$ cat config.mk
export PLATFORM = sky130hd
export DESIGN_NAME = flash_cmd_decoder
export DESIGN_NICKNAME = d
export VERILOG_FILES = /design/src/rtl/flash_cmd_pkg.sv /design/src/rtl/fcd_protect.sv /design/src/rtl/fcd_sid_store.sv /design/src/rtl/fcd_seq_fsm.sv /design/src/rtl/flash_cmd_decoder.sv
export SDC_FILE = /design/constraint.sdc
export NUM_CORES = 1
export LEC_CHECK = 0
export ABC_CLOCK_PERIOD_IN_PS = 4550
export BUFFER_PORTS_ARGS = -buffer_cell sky130_fd_sc_hd__buf_4
export CORE_MARGIN = 2
export CORE_UTILIZATION = 40
export CTS_CLUSTER_DIAMETER = 40
export CTS_CLUSTER_SIZE = 28
export DETAILED_ROUTE_END_ITERATION = 16
export PLACE_DENSITY = 0.69
export SKIP_CTS_REPAIR_TIMING = 1
export SLEW_MARGIN = 20
export SYNTH_ARGS = -nofsm -noshare
export SYNTH_HDL_FRONTEND = slang
export SYNTH_SLANG_ARGS = --single-unit
$ cat constraint.sdc
create_clock -name clk_i -period 4.55 [get_ports clk_i]
set_input_delay 0.455 -clock clk_i [delete_from_list [all_inputs] [get_ports clk_i]]
set_output_delay 0.455 -clock clk_i [all_outputs]
set_load 0.02 [all_outputs]
$ cat src/rtl/flash_cmd_pkg.sv
package flash_cmd_pkg;
  localparam int KEY_W = 15;
  localparam logic [KEY_W-1:0] KEY_A = 15'h5555;
  localparam logic [KEY_W-1:0] KEY_B = 15'h2AAA;
  localparam logic [KEY_W-1:0] KEY_Q = 15'h0055;

  localparam logic [7:0] CMD_UNL1   = 8'hAA;
  localparam logic [7:0] CMD_UNL2   = 8'h55;
  localparam logic [7:0] CMD_PROG   = 8'hA0;
  localparam logic [7:0] CMD_ERASE  = 8'h80;
  localparam logic [7:0] CMD_SECT   = 8'h30;
  localparam logic [7:0] CMD_BLK    = 8'h50;
  localparam logic [7:0] CMD_CHIP   = 8'h10;
  localparam logic [7:0] CMD_SUSP   = 8'hB0;
  localparam logic [7:0] CMD_RESUME = 8'h30;
  localparam logic [7:0] CMD_EXIT   = 8'hF0;
  localparam logic [7:0] CMD_IDENT  = 8'h90;
  localparam logic [7:0] CMD_QUERY  = 8'h98;
  localparam logic [7:0] CMD_SECID  = 8'h88;
  localparam logic [7:0] CMD_SPROG  = 8'hA5;
  localparam logic [7:0] CMD_SLOCK  = 8'h85;

  typedef enum logic [3:0] {
    OP_NONE       = 4'd0,
    OP_PROG       = 4'd1,
    OP_SECT_ERASE = 4'd2,
    OP_BLK_ERASE  = 4'd3,
    OP_CHIP_ERASE = 4'd4,
    OP_SUSPEND    = 4'd5,
    OP_RESUME     = 4'd6,
    OP_SID_PROG   = 4'd7,
    OP_SID_LOCK   = 4'd8
  } op_kind_e;

  typedef enum logic [1:0] {
    RD_ARRAY = 2'd0,
    RD_IDENT = 2'd1,
    RD_QUERY = 2'd2,
    RD_SECID = 2'd3
  } rd_mode_e;

  typedef enum logic [3:0] {
    S_IDLE, S_UNL1, S_UNL2, S_PROG, S_SPROG, S_LOCK, S_ERA1, S_ERA2, S_ERA3
  } seq_state_e;
endpackage

$ cat src/rtl/fcd_protect.sv
module fcd_protect #(
  parameter int ADDR_W   = 20,
  parameter int BLK_LSB  = 15,
  parameter bit BOOT_TOP = 1'b0
) (
  input  logic [ADDR_W-1:0] addr_i,
  input  logic              protect_ni,
  output logic              blocked_o,
  output logic              chip_lock_o
);
  localparam int TAG_W = ADDR_W - BLK_LSB;

  logic [TAG_W-1:0] tag;
  logic             in_boot;

  assign tag = addr_i[ADDR_W-1:BLK_LSB];

  generate
    if (BOOT_TOP) begin : g_top
      assign in_boot = &tag;
    end else begin : g_bottom
      assign in_boot = ~|tag;
    end
  endgenerate

  assign blocked_o   = ~protect_ni & in_boot;
  assign chip_lock_o = ~protect_ni;
endmodule

$ cat src/rtl/fcd_sid_store.sv
module fcd_sid_store #(
  parameter int              DATA_W = 16,
  parameter int              IDX_W  = 3,
  parameter logic [15:0]     SEED   = 16'hC3A5
) (
  input  logic              clk_i,
  input  logic              rst_ni,
  input  logic              prog_i,
  input  logic              lock_i,
  input  logic [IDX_W:0]    wr_idx_i,
  input  logic [DATA_W-1:0] wr_data_i,
  input  logic [IDX_W:0]    rd_idx_i,
  output logic [DATA_W-1:0] rd_word_o,
  output logic              locked_o
);
  localparam int          USER_N = 1 << IDX_W;
  localparam logic [15:0] STEP   = 16'h1111;

  logic [USER_N-1:0][DATA_W-1:0] user_q;
  logic                          locked_q;

  always_ff @(posedge clk_i or negedge rst_ni) begin
    if (!rst_ni) begin
      user_q <= '1;
    end else if (prog_i && wr_idx_i[IDX_W]) begin
      for (int i = 0; i < USER_N; i++) begin
        if (wr_idx_i[IDX_W-1:0] == IDX_W'(i)) user_q[i] <= user_q[i] & wr_data_i;
      end
    end
  end

  always_ff @(posedge clk_i or negedge rst_ni) begin
    if (!rst_ni)     locked_q <= 1'b0;
    else if (lock_i) locked_q <= 1'b1;
  end

  // factory half is computed, never stored
  always_comb begin
    if (rd_idx_i[IDX_W]) rd_word_o = user_q[rd_idx_i[IDX_W-1:0]];
    else rd_word_o = DATA_W'(SEED + 16'(rd_idx_i[IDX_W-1:0]) * STEP);
  end

  assign locked_o = locked_q;
endmodule

$ cat src/rtl/fcd_seq_fsm.sv
module fcd_seq_fsm
  import flash_cmd_pkg::*;
#(
  parameter int ADDR_W   = 20,
  parameter int DATA_W   = 16,
  parameter int SECT_LSB = 11,
  parameter int BLK_LSB  = 15
) (
  input  logic              clk_i,
  input  logic              rst_ni,
  input  logic              wr_valid_i,
  input  logic [ADDR_W-1:0] wr_addr_i,
  input  logic [DATA_W-1:0] wr_data_i,
  input  logic              busy_i,
  input  logic              blocked_i,
  input  logic              chip_lock_i,
  input  logic              sid_ok_i,
  output logic              op_valid_o,
  output logic [3:0]        op_kind_o,
  output logic [ADDR_W-1:0] op_addr_o,
  output logic [DATA_W-1:0] op_data_o,
  output logic [1:0]        mode_o
);
  localparam logic [ADDR_W-1:0] SECT_MASK = {ADDR_W{1'b1}} << SECT_LSB;
  localparam logic [ADDR_W-1:0] BLK_MASK  = {ADDR_W{1'b1}} << BLK_LSB;

  seq_state_e        state_q, state_d;
  rd_mode_e          mode_q, mode_d;
  logic              ers_run_q, ers_d;
  logic              susp_q, susp_d;
  logic              busy_q;
  logic              op_v_d;
  op_kind_e          kind_d, kind_q;
  logic [ADDR_W-1:0] addr_d, addr_q;
  logic [DATA_W-1:0] data_d, data_q;
  logic              op_v_q;

  logic       at_a, at_b, at_q;
  logic [7:0] cmd;

  assign at_a = wr_addr_i[KEY_W-1:0] == KEY_A;
  assign at_b = wr_addr_i[KEY_W-1:0] == KEY_B;
  assign at_q = wr_addr_i[KEY_W-1:0] == KEY_Q;
  assign cmd  = wr_data_i[7:0];

  always_comb begin
    state_d = state_q;
    mode_d  = mode_q;
    ers_d   = ers_run_q;
    susp_d  = susp_q;
    op_v_d  = 1'b0;
    kind_d  = OP_NONE;
    addr_d  = wr_addr_i;
    data_d  = wr_data_i;

    // erase finished on its own
    if (busy_q && !busy_i && !susp_q) ers_d = 1'b0;

    if (wr_valid_i) begin
      if (busy_i) begin
        if (cmd == CMD_SUSP && ers_run_q && !susp_q) begin
          op_v_d = 1'b1;
          kind_d = OP_SUSPEND;
          susp_d = 1'b1;
        end
      end else begin
        state_d = S_IDLE;
        unique case (state_q)
          S_IDLE: begin
            if (cmd == CMD_UNL1 && at_a) begin
              state_d = S_UNL1;
            end else if (cmd == CMD_SUSP && ers_run_q && !susp_q) begin
              op_v_d = 1'b1;
              kind_d = OP_SUSPEND;
              susp_d = 1'b1;
            end else if (cmd == CMD_RESUME && susp_q) begin
              op_v_d = 1'b1;
              kind_d = OP_RESUME;
              susp_d = 1'b0;
            end else if (cmd == CMD_QUERY && at_q) begin
              mode_d = RD_QUERY;
            end else begin
              mode_d = RD_ARRAY;  // exit or unrecognised
            end
          end
          S_UNL1: begin
            if (cmd == CMD_UNL2 && at_b) state_d = S_UNL2;
            else mode_d = RD_ARRAY;
          end
          S_UNL2: begin
            if (!at_a) begin
              mode_d = RD_ARRAY;
            end else begin
              unique case (cmd)
                CMD_PROG:  state_d = S_PROG;
                CMD_SPROG: state_d = S_SPROG;
                CMD_SLOCK: state_d = S_LOCK;
                CMD_ERASE: state_d = S_ERA1;
                CMD_IDENT: mode_d = RD_IDENT;
                CMD_QUERY: mode_d = RD_QUERY;
                CMD_SECID: mode_d = RD_SECID;
                default:   mode_d = RD_ARRAY;
              endcase
            end
          end
          S_PROG: begin
            if (!blocked_i) begin
              op_v_d = 1'b1;
              kind_d = OP_PROG;
            end
          end
          S_SPROG: begin
            if (sid_ok_i) begin
              op_v_d = 1'b1;
              kind_d = OP_SID_PROG;
            end
          end
          S_LOCK: begin
            op_v_d = 1'b1;
            kind_d = OP_SID_LOCK;
          end
          S_ERA1: begin
            if (cmd == CMD_UNL1 && at_a) state_d = S_ERA2;
            else mode_d = RD_ARRAY;
          end
          S_ERA2: begin
            if (cmd == CMD_UNL2 && at_b) state_d = S_ERA3;
            else mode_d = RD_ARRAY;
          end
          S_ERA3: begin
            if (susp_q) begin
              mode_d = RD_ARRAY;
            end else if (cmd == CMD_SECT) begin
              if (!blocked_i) begin
                op_v_d = 1'b1;
                kind_d = OP_SECT_ERASE;
                addr_d = wr_addr_i & SECT_MASK;
                ers_d  = 1'b1;
              end
            end else if (cmd == CMD_BLK) begin
              if (!blocked_i) begin
                op_v_d = 1'b1;
                kind_d = OP_BLK_ERASE;
                addr_d = wr_addr_i & BLK_MASK;
                ers_d  = 1'b1;
              end
            end else if (cmd == CMD_CHIP && at_a) begin
              if (!chip_lock_i) begin
                op_v_d = 1'b1;
                kind_d = OP_CHIP_ERASE;
                addr_d = '0;
                ers_d  = 1'b1;
              end
            end else begin
              mode_d = RD_ARRAY;
            end
          end
          default: mode_d = RD_ARRAY;
        endcase
      end
    end
  end

  always_ff @(posedge clk_i or negedge rst_ni) begin
    if (!rst_ni) begin
      state_q   <= S_IDLE;
      mode_q    <= RD_ARRAY;
      ers_run_q <= 1'b0;
      susp_q    <= 1'b0;
      busy_q    <= 1'b0;
      op_v_q    <= 1'b0;
      kind_q    <= OP_NONE;
      addr_q    <= '0;
      data_q    <= '0;
    end else begin
      state_q   <= state_d;
      mode_q    <= mode_d;
      ers_run_q <= ers_d;
      susp_q    <= susp_d;
      busy_q    <= busy_i;
      op_v_q    <= op_v_d;
      kind_q    <= kind_d;
      addr_q    <= addr_d;
      data_q    <= data_d;
    end
  end

  assign op_valid_o = op_v_q;
  assign op_kind_o  = kind_q;
  assign op_addr_o  = addr_q;
  assign op_data_o  = data_q;
  assign mode_o     = mode_q;
endmodule

$ cat src/rtl/flash_cmd_decoder.sv
module flash_cmd_decoder
  import flash_cmd_pkg::*;
#(
  parameter int          ADDR_W    = 20,
  parameter int          DATA_W    = 16,
  parameter int          SECT_LSB  = 11,
  parameter int          BLK_LSB   = 15,
  parameter bit          BOOT_TOP  = 1'b0,
  parameter logic [15:0] MFR_ID    = 16'h00BF,
  parameter logic [15:0] DEVICE_ID = 16'h274B,
  parameter int          SID_IDX_W = 3,
  parameter logic [15:0] SID_SEED  = 16'hC3A5
) (
  input  logic              clk_i,
  input  logic              rst_ni,
  input  logic              wr_valid_i,
  input  logic [ADDR_W-1:0] wr_addr_i,
  input  logic [DATA_W-1:0] wr_data_i,
  input  logic              busy_i,
  input  logic              protect_ni,
  input  logic [ADDR_W-1:0] rd_addr_i,
  output logic              rd_hit_o,
  output logic [DATA_W-1:0] rd_data_o,
  output logic [1:0]        mode_o,
  output logic              op_valid_o,
  output logic [3:0]        op_kind_o,
  output logic [ADDR_W-1:0] op_addr_o,
  output logic [DATA_W-1:0] op_data_o
);
  localparam int SID_AW = SID_IDX_W + 1;

  logic              blocked, chip_lock, sid_locked, sid_ok;
  logic [DATA_W-1:0] sid_word;
  logic              rd_hi_zero;
  logic [7:0]        rd_lo;

  fcd_protect #(
    .ADDR_W(ADDR_W), .BLK_LSB(BLK_LSB), .BOOT_TOP(BOOT_TOP)
  ) i_protect (
    .addr_i     (wr_addr_i),
    .protect_ni (protect_ni),
    .blocked_o  (blocked),
    .chip_lock_o(chip_lock)
  );

  // user half only, inside the security window, not yet locked
  assign sid_ok = (wr_addr_i[ADDR_W-1:SID_AW] == '0) && wr_addr_i[SID_IDX_W] && !sid_locked;

  fcd_seq_fsm #(
    .ADDR_W(ADDR_W), .DATA_W(DATA_W), .SECT_LSB(SECT_LSB), .BLK_LSB(BLK_LSB)
  ) i_fsm (
    .clk_i      (clk_i),
    .rst_ni     (rst_ni),
    .wr_valid_i (wr_valid_i),
    .wr_addr_i  (wr_addr_i),
    .wr_data_i  (wr_data_i),
    .busy_i     (busy_i),
    .blocked_i  (blocked),
    .chip_lock_i(chip_lock),
    .sid_ok_i   (sid_ok),
    .op_valid_o (op_valid_o),
    .op_kind_o  (op_kind_o),
    .op_addr_o  (op_addr_o),
    .op_data_o  (op_data_o),
    .mode_o     (mode_o)
  );

  fcd_sid_store #(
    .DATA_W(DATA_W), .IDX_W(SID_IDX_W), .SEED(SID_SEED)
  ) i_sid (
    .clk_i    (clk_i),
    .rst_ni   (rst_ni),
    .prog_i   (op_valid_o && op_kind_o == OP_SID_PROG),
    .lock_i   (op_valid_o && op_kind_o == OP_SID_LOCK),
    .wr_idx_i (op_addr_o[SID_AW-1:0]),
    .wr_data_i(op_data_o),
    .rd_idx_i (rd_addr_i[SID_AW-1:0]),
    .rd_word_o(sid_word),
    .locked_o (sid_locked)
  );

  assign rd_hi_zero = rd_addr_i[ADDR_W-1:8] == '0;
  assign rd_lo      = rd_addr_i[7:0];
  assign rd_hit_o   = mode_o != RD_ARRAY;

  always_comb begin
    rd_data_o = '0;
    if (rd_hi_zero) begin
      unique case (rd_mode_e'(mode_o))
        RD_IDENT: rd_data_o = rd_lo[0] ? DATA_W'(DEVICE_ID) : DATA_W'(MFR_ID);
        RD_QUERY: begin
          unique case (rd_lo)
            8'h10:   rd_data_o = DATA_W'(16'h0051);
            8'h11:   rd_data_o = DATA_W'(16'h0052);
            8'h12:   rd_data_o = DATA_W'(16'h0059);
            default: rd_data_o = '0;
          endcase
        end
        RD_SECID: begin
          if (rd_lo == 8'hFF) rd_data_o = DATA_W'({!sid_locked, 3'b000});
          else if (rd_lo[7:SID_AW] == '0) rd_data_o = sid_word;
        end
        default: rd_data_o = '0;
      endcase
    end
  end
endmodule

* After elaboration in Yosys (flattened, before gate mapping)
Cells that the tools add are included.
** Storage, ports and cells
- Output and inout bits :: 60
- Word-level logic and storage cells :: 210
- Bits in registers :: 179
- Bits of input ports :: 61
** Operators by class
- Multipliers :: 1
- Add/sub/neg operators :: 1
- Equal/unequal tests :: 51
- Reduce and logical (&&, ||, !) cells :: 41
- Multiplexer cells :: 85
- Bitwise logic cells :: 12
- $lt $le $gt $ge :: 1
** Operators by type and width (count)
- 20-bit 2-to-1 mux :: 8
- 16-bit AND :: 8
- 8-bit == test, second input constant :: 10
- 16-bit 2-to-1 mux :: 5
- 16-bit binary-select mux with 3-bit select :: 1
- 16-bit one-hot mux with 3 select lines :: 1
- 4-bit 2-to-1 mux :: 10
- 4-bit one-hot mux with 5 select lines :: 2
- 8-bit by 5-bit == test with 1-bit output, second input constant :: 4
- 1-bit 2-to-1 mux :: 31
- 2-bit 2-to-1 mux :: 14
- 7-bit one-hot mux with 3 select lines :: 1
- 4-bit by 3-bit == test with 1-bit output, second input constant :: 5
- 2-bit AND reduction :: 9
- 16-bit adder, first input constant :: 1
- 8-bit by 7-bit == test with 1-bit output, second input constant :: 2
- 16-bit logical NOT :: 1
- 3-bit by 13-bit multiplier with 16-bit output, second input constant :: 1
- 15-bit by 14-bit == test with 1-bit output, second input constant :: 1
- 15-bit == test, second input constant :: 1
- 15-bit by 7-bit == test with 1-bit output, second input constant :: 1
- 15-bit 2-to-1 mux :: 1
- 3-bit 2-to-1 mux :: 5
- 1-bit logical AND :: 14
- other kinds (33) :: 55

* Longest topological paths before layout
- Word-level depth :: 12
- Mapped depth :: 11
- Depth with buffers taken out :: 9

* Modules after synthesis
Synthesis repeated with hierarchy kept, for this count alone.
** Second synthesis, totals
- Cells, all modules :: 752
- Area, all modules :: 8888.5 sq um
** Modules (own cells, without submodules)
- fcd_sid_store :: cells each 467, times used 1, seq. area each 3388.2 sq um, area an instance 6020.8 sq um
- fcd_seq_fsm :: cells each 214, times used 1, seq. area each 1251.2 sq um, area an instance 2419.8 sq um
- flash_cmd_decoder :: cells each 68, times used 1, seq. area each 0.0 sq um, area an instance 426.7 sq um
- fcd_protect :: cells each 3, times used 1, seq. area each 0.0 sq um, area an instance 21.3 sq um

* Worst setup path before layout
Ideal clock, no wire load.
- Path type :: input -> output
- From :: in rd_addr_i[0]
- To :: out rd_data_o[15]
- Data arrival time :: 2.970 ns
- Data required time :: 4.095 ns
- Stages on the path :: 11
- Setup slack :: 1.125 ns
- Buffers on the path :: 3
- Cell sequence :: buf_2 buf_2 buf_2 inv_1 ha_1 nor4bb_1 a211oi_1 nor2_1 nand3_1 o21ai_0 a221oi_1
** On the way
- Longest elaborated chain between the ends :: 7
** RTL lines
- start: declaration :: line flash_cmd_decoder.sv:21 : input logic [ADDR_W-1:0] rd_addr_i,
- 3-bit by 13-bit multiplier with 16-bit output or 16-bit binary-select mux with 3-bit select (tied branches) :: line fcd_sid_store.sv:40, fcd_sid_store.sv:39
- 16-bit adder or 16-bit 2-to-1 mux (tied branches) :: line fcd_sid_store.sv:40, fcd_sid_store.sv:39
- 16-bit 2-to-1 mux :: line fcd_sid_store.sv:39 : if (rd_idx_i[IDX_W]) rd_word_o = user_q[rd_idx_i[IDX_W-1:0]];
- 16-bit 2-to-1 mux :: line flash_cmd_decoder.sv:101 : else if (rd_lo[7:SID_AW] == '0) rd_data_o = sid_word;
- 16-bit 2-to-1 mux * :: line flash_cmd_decoder.sv:100 : if (rd_lo == 8'hFF) rd_data_o = DATA_W'({!sid_locked, 3'b000});
- 16-bit one-hot mux with 3 select lines * :: line flash_cmd_decoder.sv:89 : unique case (rd_mode_e'(mode_o))
- 16-bit 2-to-1 mux * :: line flash_cmd_decoder.sv:88 : if (rd_hi_zero) begin
- end: declaration :: line flash_cmd_decoder.sv:23 : output logic [DATA_W-1:0] rd_data_o,
Mark *: on every way between the ends. The rest lies on a longest branch, timed or not. The select of a mux whose other input is x is not followed.

* Worst setup path in the final report
- From :: in rd_addr_i[1]
- To :: out rd_data_o[15]
Same word-level chain as after synthesis.

==> qor.csv <==
metric,value,unit
reg2reg_depth,6,
setup_viol,0,
finClkSkew,11.5,ps
rsz0062_at_grt,no,
worstPathArrival,2830,ps
netlist_instances,693,
max_freq,305,MHz
dpl.hpwl,14.5,mm
core_area,20900,um2
ios,121,
htreeDepth,4,
crit_type,input port to primary output,
yosysWarnings,0,
drt_iter0_drc,266,
die_w,149,um
place_ws,1270,ps
fin_util,48.4,%
yosysUniqueCellTypes,63,
antenna_found_initial,0,
syn-num-nets,766,
ys.flop_type,dfstp_2,
area_growth,19.7,%
routed_wl,21.1,mm
critPathLaunch,rd_addr_i[1],
via_per_inst,5.56,
grt_use_total,20.0,%
setup.worst_path.end,rd_data_o[15],
route.vias.total,5999,
root_buffer,clkbuf_16,
cp-end-kind,primary output,
reg2reg_slack,2310,ps
cts.sinks,179,
syn_area_per_cell,12.2,um2
finalHoldViolations,0,
gp_congestion,0.886,
mostFrequentLayoutCells,"o21a_1 (128), dfstp_2 (128), buf_4 (124)",
fillers,1897,
port_buffers,120,
fin_ws,1270,ps
clkLatencyLatePin,430,ps
grt_pass1_wl,34.2,mm
drt_first_pass_iters,4,
fin_crit,3280,ps
antenna_left,0,
grt_overflow,0,
ctsLongestPathBuffers,2,
hold_class,input port to async pin,
antenna_cells,0,
r2r_start,i_fsm.state_q[1]$_DFFE_PN0P_,
fin_crit_sh,72.2,%
slew_viol_final,0,
fin_nets,863,
worst_slew_pin_slew,1010,ps
p_leak,3.98,nW
drc_errors,0,
slew_headroom,32.5,%
synth-seq-area-share,54.9,%
dieArea,22300,um2
cts_buffers,17,
reg2reg_to,i_fsm.mode_o[0]$_DFFE_PN0P_,
synth-edff-count,0,
cts_tree,yes,
die_h,149,um
drive_gt1_share,41.5,%
ir_drop,265,uV
power,3.30,mW
async_reset_ff_share,100,%
cp.required,4090,ps
cp_max_fo,26,
seqCellArea,4640,um2
power_density,327,nW/um2
worstSetupStartpointType,input port,
grt_max_degree,113,
ys_ff_latch,179,
drv_cap,0,
multi_input_area,3570,um2
grt_pass1_vias,6320,
rows,53,
finalSetupTns,0,ps
status,"finished, final reports clean",
netlist_area,8450,um2
cts.reportedPaths.clkPinSlew,70,ps
initial_core_util,40.4,%
wl_per_cell,19.5,um
[worst max-delay path, cell delays in order]
cell      delay, ps
buf_4           360
ha_1            340
inv_1           100
ha_1            180
and3_1          170
a211oi_1        360
nor2_1          130
nand3_1         120
o21ai_0          90
a221oi_1        310
buf_4           200
[how the worst min path moves through the flow]
stage / cells past startpoint / endpoint / from
floorplan: 0 / i_fsm.busy_q$_DFF_PN0_ / rst_ni
global route: 1 / i_fsm.op_data_o[9]$_DFF_PN0_ / wr_data_i[9]
CTS: 1 / i_fsm.op_data_o[9]$_DFF_PN0_ / wr_data_i[9]
detailed placement: 1 / i_sid.user_q[88]$_DFFE_PN1P_ / i_sid.user_q[88]$_DFFE_PN1P_
finish: 1 / i_fsm.op_data_o[9]$_DFF_PN0_ / rst_ni
global placement: 1 / i_sid.user_q[5]$_DFFE_PN1P_ / i_sid.user_q[5]$_DFFE_PN1P_
[Yosys cell counts, types with 14 or more instances]
library cell,count,area (um2)
nand3_1,19,95.1
nand2_1,53,199
nor2b_1,27,169
o21a_1,128,961
clkbuf_1,20,75.1
mux4_2,33,743
buf_1,19,71.3
dfrtp_1,51,1280
a21oi_1,20,100
o21ai_0,14,70.1
dfstp_2,128,3360
nor2_1,20,75.1
[state kept, by name, summed over array words and instances, names as in the netlist, 2 cells and up]
register / count
i_fsm.op_addr_o: 20
i_fsm.state_q: 4
i_fsm.op_kind_o: 4
i_fsm.op_data_o: 16
i_sid.user_q: 128
i_fsm.mode_o: 2
[per-layer routing]
layer | vias to the layer above | track usage [%] | part of all wire (%)
met5 | - | 0 | 0
met4 | 0 | 5.62 | 1.3
met3 | 24 | 4.77 | 6.1
met2 | 174 | 31.6 | 47
met1 | 3055 | 27.7 | 45
li1 | 2746 | - | -
[metrics by stage]
stage                     instance area (um2)  cells  hold WS (ps)
after floorplan                          8450    693           159
after global placement                   9550   1046           443
after detailed placement                 9550   1046           447
after CTS                               10100   1078           107
after global routing                    10100   1078           104
final                                   10100   1078           125
[logic make-up after synthesis]
logic type,share of synthesized area (%)
AO/OA/AOI/OAI,16.7
AND/OR/NAND/NOR,13.3
flip-flops,54.9
buffers and inverters,2.77
multiplexers,9.85
adder cells (fa/ha/maj),1.78
XOR/XNOR,0.726
[report_power, final]
part           leakage [nW]  internal, mW  switching, mW
sequential             1.94          1.61         0.0260
combinational          1.76        0.0947          0.141
clock                 0.273         0.780          0.647
[final cells by class]
| type | count | area share (%) |
|---|---|---|
| clock buffers | 20 | 4.42 |
| clock inverters | 12 | 1.19 |
| inverters | 12 | 0.445 |
| multi-input cells | 455 | 35.4 |
| flip-flops and latches | 179 | 45.9 |
| well taps | 275 | 3.40 |
| repair buffers | 125 | 9.32 |
(Power assumes the default switching activity.)
